`config.mk`:
```
export PLATFORM = sky130hd
export DESIGN_NAME = addr_dep_table
export DESIGN_NICKNAME = d
export VERILOG_FILES = /design/src/rtl/addr_dep_table.sv
export SDC_FILE = /design/constraint.sdc
export NUM_CORES = 2
export LEC_CHECK = 0
export CORE_ASPECT_RATIO = 1.5
export CORE_MARGIN = 3
export CORE_UTILIZATION = 65
export DETAILED_ROUTE_END_ITERATION = 12
export PLACE_DENSITY = 0.83
export SETUP_SLACK_MARGIN = 0.3
export SYNTH_ARGS = -nofsm -noshare
export SYNTH_HDL_FRONTEND = slang
export SYNTH_SLANG_ARGS = --single-unit
```
`constraint.sdc`:
```
create_clock -name clk -period 9.12 [get_ports clk]
set_input_delay 1.824 -clock clk [delete_from_list [all_inputs] [get_ports clk]]
set_output_delay 1.824 -clock clk [all_outputs]
set_load 0.03 [all_outputs]
```
`src/rtl/addr_dep_table.sv`:
```
module addr_dep_table #(
  parameter int TID_W  = 8,
  parameter int ADDR_W = 48,
  parameter int SET_W  = 2,
  parameter int WAYS   = 4,
  parameter int LIST_D = 8
)(
  input  logic              clk,
  input  logic              rst_n,
  input  logic              in_valid,
  output logic              in_ready,
  input  logic [TID_W-1:0]  in_tid,
  input  logic [ADDR_W-1:0] in_addr,
  input  logic              in_last,
  input  logic              in_solo,
  input  logic              fin_valid,
  output logic              fin_ready,
  input  logic [ADDR_W-1:0] fin_addr,
  output logic              rdy_valid,
  input  logic              rdy_ready,
  output logic [TID_W-1:0]  rdy_tid,
  output logic              dc_valid,
  input  logic              dc_ready,
  output logic [TID_W-1:0]  dc_tid,
  output logic              dc_cnt,
  output logic              dc_last,
  output logic              wt_valid,
  input  logic              wt_ready,
  output logic [TID_W-1:0]  wt_tid
);
  localparam int SETS   = 1 << SET_W;
  localparam int WAY_W  = (WAYS > 1) ? $clog2(WAYS) : 1;
  localparam int LIDX_W = (LIST_D > 1) ? $clog2(LIST_D) : 1;
  localparam int CNT_W  = $clog2(LIST_D + 1);

  typedef enum logic [1:0] {S_IDLE, S_EMIT, S_DRAIN} state_t;
  state_t st;

  logic [ADDR_W-1:0] tag_q [SETS][WAYS];
  logic [WAYS-1:0]   vld_q [SETS];
  logic [CNT_W-1:0]  cnt_q [SETS][WAYS];
  logic [TID_W-1:0]  lst_q [SETS][WAYS][LIST_D];

  logic              ins_v, ins_last, ins_solo, fin_v;
  logic [TID_W-1:0]  ins_tid;
  logic [ADDR_W-1:0] ins_a, fin_a;
  logic [SET_W-1:0]  ds;
  logic [WAY_W-1:0]  dw;
  logic [CNT_W-1:0]  di;

  wire [ADDR_W-1:0] key = fin_v ? fin_a : ins_a;
  wire [SET_W-1:0]  set = key[SET_W-1:0];

  logic             hit, free;
  logic [WAY_W-1:0] hway, fway;
  always_comb begin
    hit = 1'b0; free = 1'b0; hway = '0; fway = '0;
    for (int w = WAYS - 1; w >= 0; w--) begin
      if (vld_q[set][w] && tag_q[set][w] == key) begin hit = 1'b1; hway = WAY_W'(w); end
      if (!vld_q[set][w]) begin free = 1'b1; fway = WAY_W'(w); end
    end
  end

  wire [CNT_W-1:0] hcnt  = cnt_q[set][hway];
  wire             lfull = (hcnt == CNT_W'(LIST_D));

  assign in_ready  = !ins_v;
  assign fin_ready = !fin_v;

  always_ff @(posedge clk) begin
    if (!rst_n) begin
      st <= S_IDLE; ins_v <= 1'b0; fin_v <= 1'b0;
      rdy_valid <= 1'b0; dc_valid <= 1'b0; wt_valid <= 1'b0;
      for (int s = 0; s < SETS; s++) vld_q[s] <= '0;
    end else begin
      if (in_valid && in_ready) begin
        ins_v <= 1'b1; ins_tid <= in_tid; ins_a <= in_addr;
        ins_last <= in_last; ins_solo <= in_solo;
      end
      if (fin_valid && fin_ready) begin fin_v <= 1'b1; fin_a <= fin_addr; end
      case (st)
        S_IDLE:
          if (fin_v) begin
            if (hit) begin ds <= set; dw <= hway; di <= '0; st <= S_DRAIN; end
            else fin_v <= 1'b0;
          end else if (ins_v) begin
            if (hit && !lfull) begin
              lst_q[set][hway][hcnt[LIDX_W-1:0]] <= ins_tid;
              cnt_q[set][hway] <= hcnt + CNT_W'(1);
              dc_valid <= 1'b1; dc_tid <= ins_tid; dc_cnt <= 1'b1; dc_last <= ins_last;
              st <= S_EMIT;
            end else if (!hit && free) begin
              vld_q[set][fway] <= 1'b1; tag_q[set][fway] <= ins_a; cnt_q[set][fway] <= '0;
              if (ins_solo) begin rdy_valid <= 1'b1; rdy_tid <= ins_tid; end
              else begin dc_valid <= 1'b1; dc_tid <= ins_tid; dc_cnt <= 1'b0; dc_last <= ins_last; end
              st <= S_EMIT;
            end
          end
        S_EMIT:
          if ((rdy_valid && rdy_ready) || (dc_valid && dc_ready)) begin
            rdy_valid <= 1'b0; dc_valid <= 1'b0; ins_v <= 1'b0; st <= S_IDLE;
          end
        S_DRAIN:
          if (!wt_valid) begin
            if (di == cnt_q[ds][dw]) begin
              vld_q[ds][dw] <= 1'b0; fin_v <= 1'b0; st <= S_IDLE;
            end else begin
              wt_valid <= 1'b1; wt_tid <= lst_q[ds][dw][di[LIDX_W-1:0]]; di <= di + CNT_W'(1);
            end
          end else if (wt_ready) wt_valid <= 1'b0;
        default: st <= S_IDLE;
      endcase
    end
  end
endmodule

```
---- After elaboration in Yosys (flattened, before gate mapping) ----
Memories as Yosys holds them, arrays and structs flattened. A register that Yosys moved wholly into a read port is not among the register bits.
Cells that the tools add are included.
cells by class
  bitwise gates (word level) .............. 25
  muxes and demuxes ....................... 136
  magnitude comparators ................... 12
  eq/ne operators ......................... 25
  $add $sub $neg .......................... 2
  reduce and logical (&&, ||, !) cells .... 36
operators by type and width
  kind                count
  $mux 256            1
  $eq 48x48->1        4
  $mux 192            1
  $mux 64             3
  $bmux 64 s2         1
  $demux 64 s2        1
  $demux 48 s2        1
  $mux 48             2
  $mux 1              69
  $mux 4              16
  $mux 8              6
  $mux 2              20
  $mux 16             2
  $bmux 8 s3          1
  $demux 8 s3         1
  $reduce_and 6->1    4
  $ne 2x2->1 const B  11
  $bmux 4 s2          2
  $demux 4 s2         2
  $or 1x1->1          16
  $logic_and 1x1->1   15
  $reduce_and 7->1    2
  $ne 3x3->1 const B  4
  $ge 3x3->1 const B  3
  other kinds (26)    48
word-level totals
  memory bits (writable) .................. 1,872
  register bits after elaboration ......... 147
  output and inout port bits .............. 31
  memories kept ........................... 4
  word-level logic and storage cells ...... 259
  bits of input ports ..................... 113
memory list
  memory  words  bits a word  read ports  clocked after memory_dff  wr ports  line  source
  lst_q   4      256          1           1                         1         42    logic [TID_W-1:0] lst_q [SETS][WAYS][LIST_D];
  tag_q   4      192          1           0                         1         39    logic [ADDR_W-1:0] tag_q [SETS][WAYS];
  cnt_q   4      16           2           1                         1         41    logic [CNT_W-1:0] cnt_q [SETS][WAYS];
  vld_q   4      4            1           0                         4         40    logic [WAYS-1:0] vld_q [SETS];

---- Longest topological paths before layout ----
An unclocked memory read counts as a cell.
  word-level depth ........................ 24
  gate-level depth with buffers ........... 25
  mapped depth without buffers ............ 17

---- Least setup slack after synthesis ----
OpenSTA, ideal clock, no wires.
  path kind ............................... reg2reg
  start ................................... register ins_a[0]
  end ..................................... memory tag_q[0][48] (netlist name) (enable)
  setup time .............................. 0.454 ns
  buffers on the path ..................... 5
  cell stages (with the launch flop) ...... 17
  slack ................................... 2.996 ns
  arrival ................................. 5.670 ns
  data required time ...................... 8.666 ns
  period minus slack after synthesis ...... 6.124 ns
  path through ............................ edfxtp_1 -> mux2i_4 -> inv_6 -> buf_6 -> buf_6 -> buf_6 -> buf_4 -> mux2i_1 -> xor2_1 -> nor3_1 -> a31oi_1 -> nor3_2 -> nor4_2 -> nand2_1 -> or3_1 -> clkbuf_1 -> nor2_1
between the ends
  word-level cells in the longest chain between the ends .. 21
  elaborated cells on any way between the ends .. 50
  classes of those cells .................. order compare (2); eq/ne (5); mux (29); bitwise (2); reduce/logical (9); memory (3)
RTL lines
  item                                       line  source
  start: declaration                         46    logic [ADDR_W-1:0] ins_a, fin_a;
  start signal: assignment                   77    ins_v <= 1'b1; ins_tid <= in_tid; ins_a <= in_addr;
  $mux 48 *                                  51    wire [ADDR_W-1:0] key = fin_v ? fin_a : ins_a;
  $mem_v2 4x192                              --
  $eq 48x48->1                               59    if (vld_q[set][w] && tag_q[set][w] == key) begin hit = 1'b1; hway = WAY_W'(w); end
  $logic_and 1x1->1                          59
  $mux 2 (4 in a row)                        59
  $not 2->3 (not written as such)            64    wire [CNT_W-1:0] hcnt = cnt_q[set][hway];
  $bmux 4 s2                                 64
  $mux 4 (not written as such) (2 in a row)  64
  $eq 4x4->1                                 65    wire lfull = (hcnt == CNT_W'(LIST_D));
  $logic_not 1->1                            87    if (hit && !lfull) begin
  $logic_and 1x1->1                          87
  $mux 1                                     87
  $mux 1                                     86    end else if (ins_v) begin
  $mux 1                                     83    if (fin_v) begin
  $mux 1                                     81    case (st)
  $mux 1                                     71    if (!rst_n) begin
  $mux 192 (not written as such)             93    vld_q[set][fway] <= 1'b1; tag_q[set][fway] <= ins_a; cnt_q[set][fway] <= '0;
  end: declaration                           39
Every way passes the cells marked *; elsewhere a longest branch is shown, timed or not. The select of a mux whose other input is x is not followed.

---- Worst setup path after layout ----
  start ................................... register fin_v
  end ..................................... memory lst_q[0][155] (netlist name) (enable)
between the ends
  word-level cells in the longest chain between the ends .. 21
  elaborated cells on any way between the ends .. 44
  classes of those cells .................. order compare (4); eq/ne (5); mux (22); bitwise (2); reduce/logical (8); memory (3)
RTL lines
  item                                                    line  source
  start: declaration                                      44    logic ins_v, ins_last, ins_solo, fin_v;
  start signal: assignment                                72    st <= S_IDLE; ins_v <= 1'b0; fin_v <= 1'b0;
  start signal: assignment                                80    if (fin_valid && fin_ready) begin fin_v <= 1'b1; fin_a <= fin_addr; end
  start signal: assignment                                85    else fin_v <= 1'b0;
  branches (longest 21 deep; another with $mem_v2 4x192)  --
  end: declaration                                        42
Several ways; the timed one is not identified. The select of a mux whose other input is x is not followed.

==> run_summary.xml <==
<?xml version="1.0" encoding="UTF-8"?>
<metrics>
  <group name="status">
    <metric name="outcome" unit="">finished clean</metric>
  </group>
  <group name="power">
    <metric name="p_sw_frac" unit="">0.218</metric>
    <metric name="power.share.sequential" unit="">0.553</metric>
    <metric name="vdd_ir_drop_max" unit="mV">0.223</metric>
    <metric name="cellLeakagePower" unit="nW">29.3</metric>
    <metric name="power.internal" unit="mW">14.6</metric>
    <metric name="p_total" unit="mW">18.7</metric>
    <metric name="power_switching" unit="mW">4.08</metric>
    <metric name="power.share.clock" unit="">0.389</metric>
    <metric name="power.density_cell_area" unit="nW/µm²">206</metric>
    <metric name="share_comb_of_total_power" unit="">0.058</metric>
  </group>
  <group name="logic_synthesis">
    <metric name="ys_seq_area_frac" unit="">0.745</metric>
    <metric name="synth.distinct_cells" unit="">72</metric>
    <metric name="synth-edff-count" unit="">2012</metric>
    <metric name="synth_seq_cells" unit="">2021</metric>
    <metric name="syn_avg_cell_area" unit="µm²">20.0</metric>
    <metric name="synth_fp_nets" unit="">4192</metric>
    <metric name="synth.cell_area" unit="µm²">81300</metric>
    <metric name="synthesis.yosys.warnings" unit="">0</metric>
    <metric name="synth_async_sr_flop_share" unit="">0</metric>
    <metric name="ys_dominant_reg_cell" unit="">sky130_fd_sc_hd__edfxtp_1</metric>
    <metric name="post_synth_inst_count" unit="">4076</metric>
  </group>
  <group name="floorplan">
    <metric name="die_y" unit="µm">439</metric>
    <metric name="rows" unit="">158</metric>
    <metric name="fp.dieW" unit="µm">295</metric>
    <metric name="ioPinCount" unit="">144</metric>
    <metric name="start_util" unit="">0.656</metric>
    <metric name="die-area" unit="µm²">130000</metric>
    <metric name="core_area" unit="µm²">124000</metric>
  </group>
  <group name="place">
    <metric name="routabilityCongestion" unit="">0.954</metric>
    <metric name="place.detailed.hpwl" unit="µm">127000</metric>
    <metric name="port_buffer_count" unit="">143</metric>
  </group>
  <group name="critical_path">
    <metric name="critical_path.reg2reg.startpoint" unit="">fin_v</metric>
    <metric name="worst_setup_path_startpoint" unit="">fin_v</metric>
    <metric name="crit_path_end_kind" unit="">flip-flop</metric>
    <metric name="critical_path_arrival" unit="ns">8.96</metric>
    <metric name="setup.worst_path.start_class" unit="">flip-flop</metric>
    <metric name="worst-r2r-setup-slack" unit="ns">0.58</metric>
    <metric name="timing.critical_path.required" unit="ns">9.55</metric>
    <metric name="path_max_fanout" unit="">130</metric>
    <metric name="critical_path_class" unit="">reg2reg</metric>
    <metric name="worstSetupEndpoint" unit="">lst_q[0][155]</metric>
    <metric name="crit-reg2reg-capture" unit="">lst_q[0][155]</metric>
    <metric name="r2r_cells" unit="">18</metric>
  </group>
  <group name="global_routing">
    <metric name="grt_overflow" unit="">0</metric>
    <metric name="global_route.usage.total" unit="">0.330</metric>
    <metric name="grtUsageMet2" unit="">0.560</metric>
    <metric name="top_usage_layer" unit="">met2</metric>
    <metric name="antenna_found_initial" unit="">1</metric>
    <metric name="grt_max_degree" unit="">160</metric>
    <metric name="vias_in_the_first_global_route" unit="">43100</metric>
    <metric name="grt_use_met3" unit="">0.0584</metric>
    <metric name="grt_util_met1" unit="">0.380</metric>
    <metric name="grt_pass1_wl" unit="µm">301000</metric>
  </group>
  <group name="layout">
    <metric name="ff_latch_area" unit="µm²">60600</metric>
    <metric name="insertedDiodeCount" unit="">0</metric>
    <metric name="fill_cells" unit="">6754</metric>
    <metric name="multi_input_comb_area" unit="µm²">19700</metric>
    <metric name="layout.cells.most_common_list" unit="">sky130_fd_sc_hd__edfxtp_1 (2012), sky130_fd_sc_hd__mux2i_1 (426), sky130_fd_sc_hd__mux4_2 (357)</metric>
    <metric name="layout-drive-gt1-share" unit="">0.202</metric>
    <metric name="finalNetCount" unit="">4499</metric>
    <metric name="final_common_cell" unit="">sky130_fd_sc_hd__edfxtp_1</metric>
    <metric name="area_delta_synth_final" unit="%">11.7</metric>
  </group>
  <group name="detailed_routing">
    <metric name="wirelength" unit="µm">209000</metric>
    <metric name="detailedRoute.firstPassIterationCount" unit="">6</metric>
    <metric name="detail_route.wl_per_cell" unit="µm">34.1</metric>
    <metric name="detail_route.iter0.violations" unit="">5296</metric>
    <metric name="final_antenna_net_count" unit="">0</metric>
    <metric name="post-route-drc-count" unit="">0</metric>
    <metric name="vias_per_cell" unit="">6.87</metric>
    <metric name="route.vias.total" unit="">42000</metric>
  </group>
  <group name="cts">
    <metric name="clk_root_buffer_cell" unit="">sky130_fd_sc_hd__clkbuf_16</metric>
    <metric name="clkLatencyLatePin" unit="ns">0.83</metric>
    <metric name="clock_buffers_created_by_tritoncts" unit="">172</metric>
    <metric name="cts_max_level" unit="">4</metric>
    <metric name="clkSinkCount" unit="">2021</metric>
    <metric name="clk_pin_slew" unit="ns">0.06</metric>
    <metric name="cts_tree" unit="">done</metric>
    <metric name="cts.path.max_buffers" unit="">3</metric>
  </group>
  <group name="sta">
    <metric name="final.hold.worst_slack" unit="ns">0.434</metric>
    <metric name="rsz0062_at_grt" unit="">no</metric>
    <metric name="finalWorstPathRequiredPeriod" unit="ns">8.54</metric>
    <metric name="layout_worst_path_cycle_share" unit="">0.936</metric>
    <metric name="maxSlewHeadroom" unit="">0.0792</metric>
    <metric name="timing_worst_slew_pin_value" unit="ns">1.37</metric>
    <metric name="final-max-slew-violation-count" unit="">0</metric>
    <metric name="tns" unit="ns">0</metric>
    <metric name="final.setup_skew" unit="ns">0.0407</metric>
    <metric name="fmax" unit="MHz">117</metric>
    <metric name="final-hold-violation-count" unit="">0</metric>
    <metric name="final-setup-viol-count" unit="">0</metric>
  </group>
  <group name="run">
    <metric name="max_cap_violations" unit="">0</metric>
  </group>
  <group name="worst_hold_path">
    <metric name="hold_path_class" unit="">reg2reg</metric>
  </group>
</metrics>
synth_stat cells (6+ instances only):
cell type | n | area share
sky130_fd_sc_hd__edfxtp_1 | 2012 | 0.74
sky130_fd_sc_hd__mux2i_1 | 427 | 0.053
sky130_fd_sc_hd__mux4_2 | 357 | 0.099
sky130_fd_sc_hd__xnor2_1 | 258 | 0.028
sky130_fd_sc_hd__nand2_1 | 140 | 0.0065
sky130_fd_sc_hd__nor3_1 | 121 | 0.0074
sky130_fd_sc_hd__clkbuf_1 | 88 | 0.0041
sky130_fd_sc_hd__nor2_1 | 74 | 0.0034
sky130_fd_sc_hd__xor2_1 | 62 | 0.0067
sky130_fd_sc_hd__nand4_1 | 54 | 0.0042
sky130_fd_sc_hd__buf_6 | 35 | 0.0048
sky130_fd_sc_hd__buf_1 | 34 | 0.0016
sky130_fd_sc_hd__nand3_1 | 30 | 0.0018
sky130_fd_sc_hd__and3_1 | 29 | 0.0022
sky130_fd_sc_hd__a31oi_1 | 28 | 0.0022
sky130_fd_sc_hd__buf_2 | 28 | 0.0017
sky130_fd_sc_hd__nor3_2 | 28 | 0.0034
sky130_fd_sc_hd__nor4_1 | 27 | 0.0021
sky130_fd_sc_hd__a21oi_1 | 24 | 0.0015
sky130_fd_sc_hd__mux2_2 | 22 | 0.0030
sky130_fd_sc_hd__o21ai_0 | 22 | 0.0014
sky130_fd_sc_hd__mux2i_2 | 18 | 0.0030
sky130_fd_sc_hd__buf_4 | 15 | 0.0014
sky130_fd_sc_hd__inv_1 | 14 | 0.00065
sky130_fd_sc_hd__dfxtp_1 | 9 | 0.0022
sky130_fd_sc_hd__and2_1 | 8 | 0.00062
sky130_fd_sc_hd__nand2b_1 | 8 | 0.00062
sky130_fd_sc_hd__nor2b_1 | 6 | 0.00046
sky130_fd_sc_hd__o22ai_1 | 6 | 0.00046
sky130_fd_sc_hd__or2_2 | 6 | 0.00046
worst min path at each step:
stage / cells past startpoint / slack, ns / from / endpoint
5_1_grt: 0 / 0.45 / ins_last / dc_last
3_3_place_gp: 0 / 0.41 / ins_last / dc_last
2_1_floorplan: 0 / 0.40 / ins_last / dc_last
6_report: 0 / 0.43 / ins_last / dc_last
4_1_cts: 0 / 0.44 / ins_last / dc_last
3_5_place_dp: 0 / 0.42 / ins_last / dc_last
power by group through the flow:
| stage | Combinational, mW | Clock [mW] | Sequential, mW |
|---|---|---|---|
| final | 1.09 | 7.27 | 10.3 |
| after global routing | 1.12 | 7.67 | 10.3 |
| after CTS | 1.06 | 7.33 | 10.3 |
| after detailed placement | 1.05 | 0 | 10.5 |
| after global placement | 1.03 | 0 | 10.5 |
| after floorplan | 0.624 | 0 | 10.5 |
state kept, by name, indices dropped and copies added, names as in the netlist, 8 cells and up, named ones only:
name / flops
cnt_q: 64
dc_tid: 8
fin_a: 48
ins_a: 48
ins_tid: 8
lst_q: 1024
rdy_tid: 8
tag_q: 768
vld_q: 16
wt_tid: 8
critical path, cell delays in order (launching register included):
cell and delay (ns):
sky130_fd_sc_hd__dfxtp_4 0.71, sky130_fd_sc_hd__mux2i_4 0.52, sky130_fd_sc_hd__clkinv_16 0.43, sky130_fd_sc_hd__mux2i_1 0.39
sky130_fd_sc_hd__mux2i_1 0.13, sky130_fd_sc_hd__xnor2_1 0.14, sky130_fd_sc_hd__nor4_1 1.01, sky130_fd_sc_hd__o2111ai_1 0.31
sky130_fd_sc_hd__or4_1 0.66, sky130_fd_sc_hd__o211ai_2 0.31, sky130_fd_sc_hd__mux2i_1 0.20, sky130_fd_sc_hd__mux2i_2 0.35
sky130_fd_sc_hd__inv_1 0.09, sky130_fd_sc_hd__ha_1 0.24, sky130_fd_sc_hd__o21ai_0 0.09, sky130_fd_sc_hd__and3b_1 0.23
sky130_fd_sc_hd__or4_2 1.09, sky130_fd_sc_hd__buf_4 0.37, sky130_fd_sc_hd__nor3_2 0.61
per-layer routing:
| layer | routed length [µm] | share of wire |
|---|---|---|
| met1 | 65300 | 0.31 |
| met2 | 107000 | 0.51 |
| met3 | 18200 | 0.087 |
| met4 | 18400 | 0.088 |
| met5 | 0 | 0 |
through the flow:
| step | utilization | instance area [µm²] | setup slack (ns) | cells |
|---|---|---|---|---|
| floorplan | - | 81300 | 3.00 | 4076 |
| global placement | 0.688 | 85300 | 0.979 | 5808 |
| detailed placement | 0.688 | 85300 | 0.688 | 5808 |
| CTS | 0.733 | 90800 | 0.618 | 6115 |
| global route | 0.733 | 90800 | 0.309 | 6116 |
| finish | 0.733 | 90800 | 0.582 | 6116 |
area by class of cell:
class / instances / share of cell area
Clock buffer: 217 / 0.0502
Clock inverter: 90 / 0.0104
Inverter: 17 / 0.00102
Multi-Input combinational cell: 1832 / 0.216
Sequential cell: 2021 / 0.667
Tap cell: 1600 / 0.0220
Timing Repair Buffer: 339 / 0.0328
what timing repair did:
item	in CTS	in global routing
setup buffers	0	0
resized for setup	0	1
setup endpoints to repair	0	6
endpoints found under the hold margin	0	0
hold buffers	0	0
kinds of logic (layout without fill, tap and decap cells):
kind of cell | Yosys count | count (layout) | synth area share
DFF | 2021 | 2021 | 0.745
muxes | 828 | 828 | 0.159
and+or+nand+nor | 561 | 561 | 0.0365
xor gates and xnor gates | 320 | 320 | 0.0345
buffers and inverters | 223 | 663 | 0.0155
AOI/OAI and AO/OA | 120 | 120 | 0.00967
adders and majority gates | 3 | 3 | 0.000461
Note: power is estimated with default switching activity, not from simulation.
